File: src/rtl/aclink_seq_pkg.sv
package aclink_seq_pkg;

  localparam int TAG_W   = 16;
  localparam int SLOT_W  = 20;
  localparam int ADDR_W  = 7;
  localparam int DATA_W  = 16;
  localparam int ENTRY_W = ADDR_W + DATA_W;

  // tag bit positions decoded by the codec
  localparam int TB_FRAME = 15;
  localparam int TB_S1    = 14;
  localparam int TB_S2    = 13;
  localparam int TB_S3    = 12;
  localparam int TB_S4    = 11;

  localparam int RW_BIT   = SLOT_W - 1;
  localparam int ADDR_LSB = SLOT_W - 1 - ADDR_W - 1 + 1 - 0; // 12
  localparam int DATA_LSB = SLOT_W - DATA_W;                 // 4

  localparam logic [SLOT_W-1:0] PCM_MASK = ~SLOT_W'((1 << DATA_LSB) - 1);

  typedef struct packed {
    logic [TAG_W-1:0]  tag;
    logic [SLOT_W-1:0] s1;
    logic [SLOT_W-1:0] s2;
    logic [SLOT_W-1:0] s3;
    logic [SLOT_W-1:0] s4;
  } frame_t;

  typedef enum logic [1:0] {
    SEL_ZERO = 2'd0,
    SEL_INIT = 2'd1,
    SEL_CMD  = 2'd2,
    SEL_PCM  = 2'd3
  } frame_sel_e;

  function automatic frame_t make_cmd(input logic is_read,
                                      input logic [ADDR_W-1:0] addr,
                                      input logic [DATA_W-1:0] data);
    frame_t f;
    f              = '0;
    f.tag[TB_FRAME] = 1'b1;
    f.tag[TB_S1]    = 1'b1;
    f.tag[TB_S2]    = 1'b1;
    f.s1           = {is_read, addr, {ADDR_LSB{1'b0}}};
    f.s2           = is_read ? '0 : {data, {DATA_LSB{1'b0}}};
    return f;
  endfunction

  function automatic frame_t make_pcm(input logic [SLOT_W-1:0] left,
                                      input logic [SLOT_W-1:0] right);
    frame_t f;
    f               = '0;
    f.tag[TB_FRAME] = 1'b1;
    f.tag[TB_S3]    = 1'b1;
    f.tag[TB_S4]    = 1'b1;
    f.s3            = left & PCM_MASK;
    f.s4            = right & PCM_MASK;
    return f;
  endfunction

endpackage

File: src/rtl/aclink_rst_timer.sv
module aclink_rst_timer #(
  parameter int HOLD = 64
) (
  input  logic clk,
  input  logic rst_n,
  output logic released
);

  localparam int CW = $clog2(HOLD + 1);

  logic [CW-1:0] cnt_q, cnt_d;
  logic          rel_d;

  always_comb begin
    cnt_d = cnt_q;
    rel_d = released;
    if (!released) begin
      cnt_d = cnt_q + 1'b1;
      if (cnt_q == CW'(HOLD - 1)) rel_d = 1'b1;
    end
  end

  always_ff @(posedge clk or negedge rst_n) begin
    if (!rst_n) begin
      cnt_q    <= '0;
      released <= 1'b0;
    end else begin
      cnt_q    <= cnt_d;
      released <= rel_d;
    end
  end

endmodule

File: src/rtl/aclink_init_list.sv
module aclink_init_list
  import aclink_seq_pkg::*;
#(
  parameter int                      LEN  = 4,
  parameter logic [LEN*ENTRY_W-1:0]  LIST = '0
) (
  input  logic              clk,
  input  logic              rst_n,
  input  logic              advance,
  output logic [ADDR_W-1:0] addr,
  output logic [DATA_W-1:0] data,
  output logic              done
);

  localparam int CW = $clog2(LEN + 1);
  localparam int IW = (LEN > 1) ? $clog2(LEN) : 1;

  logic [ENTRY_W-1:0] entries [LEN];
  logic [CW-1:0]      left_q, left_d;
  logic [IW-1:0]      ptr_q, ptr_d;

  for (genvar g = 0; g < LEN; g++) begin : g_entry
    assign entries[g] = LIST[g*ENTRY_W +: ENTRY_W];
  end

  assign done = (left_q == '0);
  assign {addr, data} = entries[ptr_q];

  always_comb begin
    left_d = left_q;
    ptr_d  = ptr_q;
    if (advance && !done) begin
      left_d = left_q - 1'b1;
      if (left_q != CW'(1)) ptr_d = ptr_q + 1'b1;
    end
  end

  always_ff @(posedge clk or negedge rst_n) begin
    if (!rst_n) begin
      left_q <= CW'(LEN);
      ptr_q  <= '0;
    end else begin
      left_q <= left_d;
      ptr_q  <= ptr_d;
    end
  end

endmodule

File: src/rtl/aclink_host_port.sv
module aclink_host_port
  import aclink_seq_pkg::*;
(
  input  logic              clk,
  input  logic              rst_n,
  input  logic              req_valid,
  input  logic              req_is_read,
  input  logic [ADDR_W-1:0] req_addr,
  input  logic [DATA_W-1:0] req_wdata,
  input  logic              send,
  input  logic              resp_hit,
  output logic              busy,
  output logic              pend,
  output logic              cmd_is_read,
  output logic [ADDR_W-1:0] cmd_addr,
  output logic [DATA_W-1:0] cmd_wdata,
  output logic              rd_wait
);

  logic accept;
  logic pend_d, wait_d;

  assign busy   = pend | rd_wait;
  assign accept = req_valid & ~busy;

  always_comb begin
    pend_d = pend;
    wait_d = rd_wait;
    if (send)     pend_d = 1'b0;
    if (accept)   pend_d = 1'b1;
    if (resp_hit) wait_d = 1'b0;
    if (send && cmd_is_read) wait_d = 1'b1;
  end

  always_ff @(posedge clk or negedge rst_n) begin
    if (!rst_n) begin
      pend    <= 1'b0;
      rd_wait <= 1'b0;
    end else begin
      pend    <= pend_d;
      rd_wait <= wait_d;
    end
  end

  always_ff @(posedge clk or negedge rst_n) begin
    if (!rst_n) begin
      cmd_is_read <= 1'b0;
      cmd_addr    <= '0;
      cmd_wdata   <= '0;
    end else if (accept) begin
      cmd_is_read <= req_is_read;
      cmd_addr    <= req_addr;
      cmd_wdata   <= req_wdata;
    end
  end

endmodule

File: src/rtl/aclink_resp_capture.sv
module aclink_resp_capture
  import aclink_seq_pkg::*;
(
  input  logic              clk,
  input  logic              rst_n,
  input  logic              hit,
  input  logic [SLOT_W-1:0] slot1,
  input  logic [SLOT_W-1:0] slot2,
  output logic              rd_valid,
  output logic [ADDR_W-1:0] rd_addr,
  output logic [DATA_W-1:0] rd_data
);

  logic unused_bits;
  assign unused_bits = ^{slot1[RW_BIT], slot1[ADDR_LSB-1:0], slot2[DATA_LSB-1:0]};

  always_ff @(posedge clk or negedge rst_n) begin
    if (!rst_n) rd_valid <= 1'b0;
    else        rd_valid <= hit;
  end

  always_ff @(posedge clk or negedge rst_n) begin
    if (!rst_n) begin
      rd_addr <= '0;
      rd_data <= '0;
    end else if (hit) begin
      rd_addr <= slot1[ADDR_LSB +: ADDR_W];
      rd_data <= slot2[DATA_LSB +: DATA_W];
    end
  end

endmodule

File: src/rtl/aclink_cmd_seq.sv
module aclink_cmd_seq
  import aclink_seq_pkg::*;
#(
  parameter int                         RST_HOLD  = 64,
  parameter int                         INIT_LEN  = 4,
  parameter logic [INIT_LEN*ENTRY_W-1:0] INIT_LIST = {7'h2C, 16'hBB80,
                                                      7'h10, 16'h0808,
                                                      7'h18, 16'h0808,
                                                      7'h02, 16'h0000}
) (
  input  logic              clk,
  input  logic              rst_n,
  input  logic              frame_strobe,
  input  logic [TAG_W-1:0]  rx_tag,
  input  logic [SLOT_W-1:0] rx_slot1,
  input  logic [SLOT_W-1:0] rx_slot2,
  input  logic [SLOT_W-1:0] rx_slot3,
  input  logic [SLOT_W-1:0] rx_slot4,
  input  logic              req_valid,
  input  logic              req_is_read,
  input  logic [ADDR_W-1:0] req_addr,
  input  logic [DATA_W-1:0] req_wdata,
  output logic              busy,
  output logic              codec_rst_n,
  output logic [TAG_W-1:0]  tx_tag,
  output logic [SLOT_W-1:0] tx_slot1,
  output logic [SLOT_W-1:0] tx_slot2,
  output logic [SLOT_W-1:0] tx_slot3,
  output logic [SLOT_W-1:0] tx_slot4,
  output logic              rd_valid,
  output logic [ADDR_W-1:0] rd_addr,
  output logic [DATA_W-1:0] rd_data,
  output logic              init_done
);

  logic              ready;
  logic              resp_hit;
  logic              init_adv;
  logic              cmd_send;
  logic [ADDR_W-1:0] init_addr;
  logic [DATA_W-1:0] init_data;
  logic              pend, rd_wait, cmd_is_read;
  logic [ADDR_W-1:0] cmd_addr;
  logic [DATA_W-1:0] cmd_wdata;
  frame_sel_e        sel;
  frame_t            frame_q, frame_d, frame_nx;
  logic              unused_tag;

  assign unused_tag = ^rx_tag[TB_S2-1:0];

  aclink_rst_timer #(.HOLD(RST_HOLD)) u_rst (
    .clk      (clk),
    .rst_n    (rst_n),
    .released (codec_rst_n)
  );

  aclink_init_list #(.LEN(INIT_LEN), .LIST(INIT_LIST)) u_init (
    .clk     (clk),
    .rst_n   (rst_n),
    .advance (init_adv),
    .addr    (init_addr),
    .data    (init_data),
    .done    (init_done)
  );

  aclink_host_port u_host (
    .clk         (clk),
    .rst_n       (rst_n),
    .req_valid   (req_valid),
    .req_is_read (req_is_read),
    .req_addr    (req_addr),
    .req_wdata   (req_wdata),
    .send        (cmd_send),
    .resp_hit    (resp_hit),
    .busy        (busy),
    .pend        (pend),
    .cmd_is_read (cmd_is_read),
    .cmd_addr    (cmd_addr),
    .cmd_wdata   (cmd_wdata),
    .rd_wait     (rd_wait)
  );

  aclink_resp_capture u_resp (
    .clk      (clk),
    .rst_n    (rst_n),
    .hit      (resp_hit),
    .slot1    (rx_slot1),
    .slot2    (rx_slot2),
    .rd_valid (rd_valid),
    .rd_addr  (rd_addr),
    .rd_data  (rd_data)
  );

  // frame selection and strobe qualifiers
  always_comb begin
    ready    = codec_rst_n & rx_tag[TB_FRAME];
    resp_hit = frame_strobe & ready & rx_tag[TB_S1] & rx_tag[TB_S2] & rd_wait;
    if (!ready)          sel = SEL_ZERO;
    else if (!init_done) sel = SEL_INIT;
    else if (pend)       sel = SEL_CMD;
    else                 sel = SEL_PCM;
    init_adv = frame_strobe & (sel == SEL_INIT);
    cmd_send = frame_strobe & (sel == SEL_CMD);
  end

  always_comb begin
    unique case (sel)
      SEL_ZERO: frame_d = '0;
      SEL_INIT: frame_d = make_cmd(1'b0, init_addr, init_data);
      SEL_CMD:  frame_d = make_cmd(cmd_is_read, cmd_addr, cmd_wdata);
      default:  frame_d = make_pcm(rx_slot3, rx_slot4);
    endcase
    frame_nx = frame_strobe ? frame_d : frame_q;
  end

  always_ff @(posedge clk or negedge rst_n) begin
    if (!rst_n) frame_q <= '0;
    else        frame_q <= frame_nx;
  end

  assign tx_tag   = frame_q.tag;
  assign tx_slot1 = frame_q.s1;
  assign tx_slot2 = frame_q.s2;
  assign tx_slot3 = frame_q.s3;
  assign tx_slot4 = frame_q.s4;

endmodule

File: config.mk
export PLATFORM = sky130hd
export DESIGN_NAME = aclink_cmd_seq
export DESIGN_NICKNAME = d
export VERILOG_FILES = /design/src/rtl/aclink_seq_pkg.sv /design/src/rtl/aclink_rst_timer.sv /design/src/rtl/aclink_init_list.sv /design/src/rtl/aclink_host_port.sv /design/src/rtl/aclink_resp_capture.sv /design/src/rtl/aclink_cmd_seq.sv
export SDC_FILE = /design/constraint.sdc
export NUM_CORES = 1
export LEC_CHECK = 0
export ABC_CLOCK_PERIOD_IN_PS = 4610
export BUFFER_PORTS_ARGS = -buffer_cell sky130_fd_sc_hd__buf_4
export CORE_MARGIN = 2
export CORE_UTILIZATION = 53
export CTS_BUF_LIST = sky130_fd_sc_hd__clkbuf_8
export CTS_CLUSTER_DIAMETER = 30
export DETAILED_ROUTE_END_ITERATION = 6
export PLACE_DENSITY_LB_ADDON = 0.12
export RECOVER_POWER = 100
export SLEW_MARGIN = 0
export SYNTH_ARGS = -nofsm -noshare
export SYNTH_HDL_FRONTEND = slang
export SYNTH_SLANG_ARGS = --single-unit
File: constraint.sdc
create_clock -name clk -period 4.61 [get_ports clk]
set_input_delay 0.2305 -clock clk [delete_from_list [all_inputs] [get_ports clk]]
set_output_delay 0.2305 -clock clk [all_outputs]
set_load 0.05 [all_outputs]
== Yosys cells after proc, flatten, opt, wreduce, memory -nomap -nowiden ==
Index checks and enable logic that the tools add are counted.
Widths: inputs -> output; s select.

* Bitwise logic cells: 11
* Equal/unequal tests: 4
* Multiply operators: 0
* Muxes and demuxes: 14
* Reduce and logical (&&, ||, !) cells: 8
* Divide/modulo/power cells: 0
* Add/sub/neg operators: 3
* Shift-type cells: 0
* $lt $le $gt $ge: 1

{| class="wikitable"
|+ Operators by type and width
! operator !! number
|-
| $pmux 96 s3 || 1
|-
| $bmux 23 s2 || 1
|-
| $mux 23 || 2
|-
| $mux 20 || 1
|-
| $and 1x1->1 || 8
|-
| $add 7x1->7 const B || 1
|-
| $eq 7x6->1 const B || 1
|-
| $mux 1 || 7
|-
| $mux 2 || 2
|-
| $reduce_bool 2->1 || 2
|-
| $ge 3x3->1 const B || 1
|-
| $logic_not 3->1 || 1
|-
| $ne 3x1->1 const B || 1
|-
| $not 2->3 || 1
|-
| $sub 3x1->3 const B || 1
|-
| $add 2x1->2 const B || 1
|-
| $eq 2x1->1 const B || 1
|-
| $eq 2x2->1 const B || 1
|-
| $logic_and 1x1->1 || 2
|-
| $logic_not 2->1 || 1
|-
| $reduce_and 2->1 || 1
|-
| $logic_not 1->1 || 1
|-
| $not 1->1 || 1
|-
| $or 1x1->1 || 1
|}

* Bits in writable memories: 0
* Memory bits (read-only): 0
* Bits in registers: 159
* Output and inout port bits: 123
* Memories kept: 0
* Bits in latches: 0

== Depth between registers and ports, before layout ==
* Word-level depth: 7
* Depth in mapped cells: 10

== Cells and area by module ==
Synthesis repeated with hierarchy kept, for this count alone.

* Cells, all modules: 471
* Area total of the unflattened synthesis: 5571.6 µm²

{| class="wikitable"
|+ Modules (own cells, without submodules)
! module !! seq. area each (µm²) !! instances !! cells an instance !! area an instance (µm²)
|-
| aclink_cmd_seq || 1476.4 || 1 || 290 || 2882.8
|-
| aclink_host_port || 650.6 || 1 || 59 || 992.2
|-
| aclink_resp_capture || 600.6 || 1 || 49 || 882.1
|-
| aclink_init_list || 126.4 || 1 || 47 || 461.7
|-
| aclink_rst_timer || 200.2 || 1 || 26 || 352.8
|}

== Worst setup path before layout ==
OpenSTA, ideal clock, no wires.

* Path type: register to register
* Start: register u_init.left_q[0]
* End: register u_init.ptr_q[1]
* Path buffers: 0
* Arrival time: 2.672 ns
* Required time: 4.485 ns
* Cell stages (with the launch flop): 10
* Setup slack: 1.813 ns
* Clock period less this slack: 2.797 ns
* Cell sequence: dfrtp_1 -> inv_1 -> ha_1 -> nor2b_1 -> and3_1 -> inv_1 -> ha_1 -> nand2_1 -> o21bai_1 -> mux2_2

* Word-level cells in the longest chain between the ends: 7

{| class="wikitable"
|+ RTL lines
! element !! RTL line !! source
|-
| from (decl) || aclink_init_list.sv:19 || <nowiki>logic [CW-1:0] left_q, left_d;</nowiki>
|-
| from (signal assigned) || aclink_init_list.sv:40 || <nowiki>left_q <= CW'(LEN);</nowiki>
|-
| from (signal assigned) || aclink_init_list.sv:43 || <nowiki>left_q <= left_d;</nowiki>
|-
| $logic_not 3->1 * || aclink_init_list.sv:26 || <nowiki>assign done = (left_q == '0);</nowiki>
|-
| named net init_done || aclink_cmd_seq.sv:33 || <nowiki>output logic init_done</nowiki>
|-
| $mux 2 || aclink_cmd_seq.sv:99 || <nowiki>else if (!init_done) sel = SEL_INIT;</nowiki>
|-
| $mux 2 || aclink_cmd_seq.sv:98 || <nowiki>if (!ready) sel = SEL_ZERO;</nowiki>
|-
| $eq 2x1->1 || aclink_cmd_seq.sv:102 || <nowiki>init_adv = frame_strobe & (sel == SEL_INIT);</nowiki>
|-
| $and 1x1->1 || aclink_cmd_seq.sv:102 ||
|-
| $logic_and 1x1->1 * || aclink_init_list.sv:32 || <nowiki>if (advance && !done) begin</nowiki>
|-
| $reduce_and 2->1 (no source line) * || n/a ||
|-
| to (signal assigned) || aclink_init_list.sv:44 || <nowiki>ptr_q <= ptr_d;</nowiki>
|-
| to (decl) || aclink_init_list.sv:20 || <nowiki>logic [IW-1:0] ptr_q, ptr_d;</nowiki>
|}

The timed path passes the listed nets; every way through them passes the cells marked *.
A chain may end at the register's enable or synchronous reset.

== Worst setup path after layout ==
* Start: register u_init.left_q[0]
* End: register frame_q (netlist bit tx_slot2[15])

* Word-level cells in the longest chain between the ends: 5

{| class="wikitable"
|+ RTL lines
! element !! RTL line !! source
|-
| $logic_not 3->1 * || aclink_init_list.sv:26 ||
|-
| $mux 2 * || aclink_cmd_seq.sv:99 ||
|-
| $mux 2 * || aclink_cmd_seq.sv:98 ||
|-
| $eq 2x2->1 (tied with other cells) || aclink_cmd_seq.sv:107 || <nowiki>unique case (sel)</nowiki>
|-
| $pmux 96 s3 * || aclink_cmd_seq.sv:107 ||
|-
| to (signal assigned) || aclink_cmd_seq.sv:118 || <nowiki>else frame_q <= frame_nx;</nowiki>
|-
| to (decl) || aclink_cmd_seq.sv:46 || <nowiki>frame_t frame_q, frame_d, frame_nx;</nowiki>
|}

Mark *: on every way between the ends. The rest lies on a longest branch, timed or not.

==> flow_results.xml <==
<?xml version="1.0" encoding="UTF-8"?>
<metrics>
  <group name="synth">
    <metric name="synth_commonest_cells" unit="">121 x dfrtp_1, 56 x inv_1, 44 x o21ai_0</metric>
    <metric name="count_of_distinct_cell_types_in_the_synthesized_netlist" unit="">43</metric>
    <metric name="post-synth-top-area-fraction" unit="">0.553</metric>
    <metric name="mappedNetlistArea" unit="mm^2">0.00548</metric>
    <metric name="netlist.top_cell.by_area" unit="">dfrtp_1</metric>
    <metric name="yosysWarnings" unit="">0</metric>
    <metric name="post_synth_inst_count" unit="">461</metric>
    <metric name="synth_edf_count" unit="">0</metric>
    <metric name="yosys-top-cells-area" unit="">dfrtp_1 55%, mux2_4 8.0%, buf_4 5.3%</metric>
    <metric name="synth.ff_latch_count" unit="">122</metric>
    <metric name="seq_area_frac_synth" unit="">0.558</metric>
    <metric name="yosysMostFrequentCell" unit="">dfrtp_1</metric>
    <metric name="synthArstFlopShare" unit="">1.00</metric>
    <metric name="synth.avg_cell_area" unit="um^2">11.9</metric>
    <metric name="ys_dominant_reg_cell" unit="">dfrtp_1</metric>
  </group>
  <group name="final_layout">
    <metric name="layoutNonFillerInstCount" unit="">779</metric>
    <metric name="seqCellArea" unit="mm^2">0.00305</metric>
    <metric name="final_layout_size_suffix_gt1_frac" unit="">0.232</metric>
    <metric name="final.fill_count" unit="">903</metric>
    <metric name="layout.nets" unit="">766</metric>
    <metric name="insertedDiodeCount" unit="">0</metric>
    <metric name="multi_input_area" unit="mm^2">0.00177</metric>
    <metric name="area_delta_synth_final" unit="%">21.0</metric>
  </group>
  <group name="routing">
    <metric name="route.final.wire_length" unit="um">11900</metric>
    <metric name="drt-wirelength-per-cell" unit="um">15.2</metric>
    <metric name="vias" unit="">3727</metric>
    <metric name="drcViolationCount" unit="">0</metric>
    <metric name="drt_pre_antenna_iters" unit="">4</metric>
    <metric name="drt_first_iter_violations" unit="">150</metric>
    <metric name="final_antenna_net_count" unit="">0</metric>
    <metric name="detail_route.vias_per_cell" unit="">4.78</metric>
  </group>
  <group name="worst_setup_path">
    <metric name="timing.critical_path.fanout_max" unit="">28</metric>
    <metric name="worst_ep_required_time" unit="ns">4.91</metric>
    <metric name="cp-start-kind" unit="">flop</metric>
    <metric name="r2r_cells" unit="">8</metric>
    <metric name="worst_r2r_endpoint" unit="">tx_slot2[15]</metric>
    <metric name="cp.arrival" unit="ns">3.61</metric>
    <metric name="timing.rr.start" unit="">u_init.left_q[0]</metric>
    <metric name="worst-r2r-setup-slack" unit="ns">1.30</metric>
    <metric name="timing.critical_path.to_type" unit="">flop</metric>
    <metric name="timing.setup.critical_path_class" unit="">flop to flop</metric>
  </group>
  <group name="cts">
    <metric name="clk-insertion-delay-late" unit="ns">0.42</metric>
    <metric name="cts_max_level" unit="">4</metric>
    <metric name="cts_buffer_depth" unit="">2</metric>
    <metric name="tritoncts_num_sinks" unit="">122</metric>
    <metric name="clockRootBuffer" unit="">clkbuf_8</metric>
    <metric name="cts_resized" unit="">0</metric>
    <metric name="worst_setup_hold_path_clk_slew" unit="ns">0.07</metric>
    <metric name="tritoncts.num_buffers" unit="">17</metric>
    <metric name="tritoncts_clock_tree" unit="">yes</metric>
  </group>
  <group name="placement">
    <metric name="gp_routability_congestion" unit="">0.810</metric>
    <metric name="post-dp-hpwl" unit="um">8170</metric>
    <metric name="dp_slack" unit="ns">1.98</metric>
    <metric name="number_of_buffers_inserted_by_port_buffering" unit="">173</metric>
    <metric name="placedCellCount" unit="">746</metric>
  </group>
  <group name="floorplanning">
    <metric name="fp.dieH" unit="um">106</metric>
    <metric name="die_width" unit="um">106</metric>
    <metric name="initial_cell_density_of_the_core" unit="">0.538</metric>
    <metric name="boundaryPins" unit="">247</metric>
    <metric name="fp.coreArea" unit="mm^2">0.0102</metric>
    <metric name="rows" unit="">37</metric>
    <metric name="floorplan_die_area" unit="mm^2">0.0112</metric>
  </group>
  <group name="global_route">
    <metric name="grt.met2_usage" unit="">0.339</metric>
    <metric name="global_route.peak_usage_layer" unit="">met2</metric>
    <metric name="grt_pass1_wl" unit="um">19000</metric>
    <metric name="grt_max_degree" unit="">93</metric>
    <metric name="grt_pass1_vias" unit="">3733</metric>
    <metric name="grt.met3_usage" unit="">0.0563</metric>
    <metric name="global_route.usage.met1" unit="">0.298</metric>
    <metric name="grt_remaining_overflow" unit="">0</metric>
    <metric name="grt.total_usage" unit="">0.219</metric>
    <metric name="grt_antenna_before_repair" unit="">0</metric>
  </group>
  <group name="pwr">
    <metric name="netSwitchingFraction" unit="">0.244</metric>
    <metric name="power_report.internal_total" unit="mW">1.85</metric>
    <metric name="total_switching_power" unit="uW">599</metric>
    <metric name="p_seq_frac" unit="">0.488</metric>
    <metric name="pwr-share-comb" unit="">0.099</metric>
    <metric name="vdd_ir_drop_max" unit="mV">0.210</metric>
    <metric name="power_leakage" unit="nW">3.10</metric>
    <metric name="p_total" unit="mW">2.45</metric>
    <metric name="share_clk_of_total_power" unit="">0.413</metric>
    <metric name="power.density_cell_area" unit="mW/mm^2">370</metric>
  </group>
  <group name="min_path">
    <metric name="timing.hold.worst.start" unit="">req_wdata[7]</metric>
    <metric name="timing.hold.worst_endpoint" unit="">u_host.cmd_wdata[7]</metric>
    <metric name="worst_hold_path_type" unit="">input pin to flop</metric>
    <metric name="worstHoldPathCells" unit="">2</metric>
  </group>
  <group name="job">
    <metric name="max_cap_viols" unit="">3</metric>
  </group>
  <group name="sta">
    <metric name="totalNegativeSetupSlack" unit="ns">0</metric>
    <metric name="fmax" unit="MHz">302</metric>
    <metric name="timing.slew.headroom" unit="">-0.449</metric>
    <metric name="post-route-period-util" unit="">0.719</metric>
    <metric name="worst-slew-pin-transition" unit="ns">2.17</metric>
    <metric name="timing.clock.skew" unit="ns">0.0105</metric>
    <metric name="final_hold_fails" unit="">0</metric>
    <metric name="finalCriticalPeriod" unit="ns">3.31</metric>
    <metric name="rsz0062_at_grt" unit="">no</metric>
    <metric name="final-setup-viol-count" unit="">0</metric>
    <metric name="post-route-worst-setup-slack" unit="ns">1.30</metric>
    <metric name="slew_violations" unit="">137</metric>
  </group>
  <group name="status">
    <metric name="violations" unit="">max-capacitance violations, max-slew violations</metric>
    <metric name="status" unit="">finished, violations left</metric>
  </group>
</metrics>
## logic make-up after synthesis
logic type	count (synthesis)	synth area share
AO/OA/AOI/OAI	71	0.0745
XOR/XNOR	8	0.0128
adder cells (fa/ha/maj)	12	0.0274
buffers and inverters	116	0.117
flip-flops	122	0.558
multiplexers	53	0.128
other	1	0.000685
AND/OR/NAND/NOR	78	0.0809
## cells in the final DEF (no fill, tap or decap), types with 2 or more instances in the layout
cell	n
a21oi_1	8
inv_1	57
mux2_1	23
mux2_2	26
clkbuf_8	21
clkinvlp_4	3
nand2_1	15
o21ai_0	44
o21bai_1	2
a21o_1	2
ha_1	12
nand3_1	40
xnor2_1	6
mux2i_1	2
nor2b_1	3
bufinv_16	3
o2bb2ai_1	5
nor2_1	7
o22ai_1	5
nand2b_1	3
clkinv_2	2
mux2_4	2
clkbuf_1	89
xor2_1	2
conb_1	35
clkinv_4	2
nand4b_1	2
a22oi_1	2
dfrtp_1	121
buf_4	85
## sequential cells by signal, indices dropped and copies added (netlist names), 3 cells and up
name              count
tx_tag                3
tx_slot2             16
tx_slot3             16
u_rst.cnt_q           7
tx_slot1              8
u_init.left_q         3
u_resp.rd_data       16
u_host.cmd_addr       7
tx_slot4             16
u_resp.rd_addr        7
u_host.cmd_wdata     16
## how the worst max path moves through the flow
stage | startpoint | endpoint | slack (ns) | cells after the start
2_1_floorplan | u_init.left_q[0] | u_init.ptr_q[1] | 1.81 | 9
3_3_place_gp | u_init.left_q[0] | tx_slot2[15] | 2.03 | 8
3_5_place_dp | u_init.left_q[0] | tx_slot2[15] | 1.98 | 8
4_1_cts | u_init.left_q[0] | tx_slot2[15] | 1.92 | 8
5_1_grt | u_init.left_q[0] | tx_slot2[15] | 1.01 | 8
6_report | u_init.left_q[0] | tx_slot2[15] | 1.30 | 8
## metrics by stage
step	utilization	instance area (um^2)	hold WS (ns)
CTS	0.696	7090	0.00191
floorplan	-	5600	-0.0651
detailed placement	0.653	6650	0.456
finish	0.650	6620	0.0225
global route	0.650	6620	0.000230
global placement	0.653	6650	0.450
## metal layers
metal  wire length, um  vias to the layer above
met5                 0                        -
met4               234                        0
met3               652                       19
met2              5590                      128
met1              5390                     1787
li1                  -                     1793
## worst max-delay path, cell delays in order (launching register included)
cell and delay, ns:
dfrtp_1 0.40, inv_1 0.12, ha_1 0.21, nor2b_1 0.29
and3_1 0.30, ha_1 0.47, clkbuf_1 0.95, nor3_1 0.16
a221o_1 0.30
## power groups by stage
stage	combinational, mW	clock [mW]	sequential (mW)
4_1_cts	0.290	1.03	1.20
6_report	0.242	1.01	1.20
2_1_floorplan	0.227	0	1.21
3_3_place_gp	0.284	0	1.22
5_1_grt	0.263	1.08	1.21
3_5_place_dp	0.289	0	1.22
## cell type report
class | instances | area share
clock inverters | 11 | 0.0217
clock buffers | 21 | 0.0436
well taps | 136 | 0.0257
multi-input cells | 257 | 0.267
flip-flops and latches | 122 | 0.461
repair buffers | 176 | 0.149
inverters | 56 | 0.0317
## what timing repair did
action	4_1_cts	5_1_grt
endpoints found under the hold margin	0	1
hold buffers	0	1
setup buffers	0	0
No activity file was read; power rests on OpenSTA's default activity.
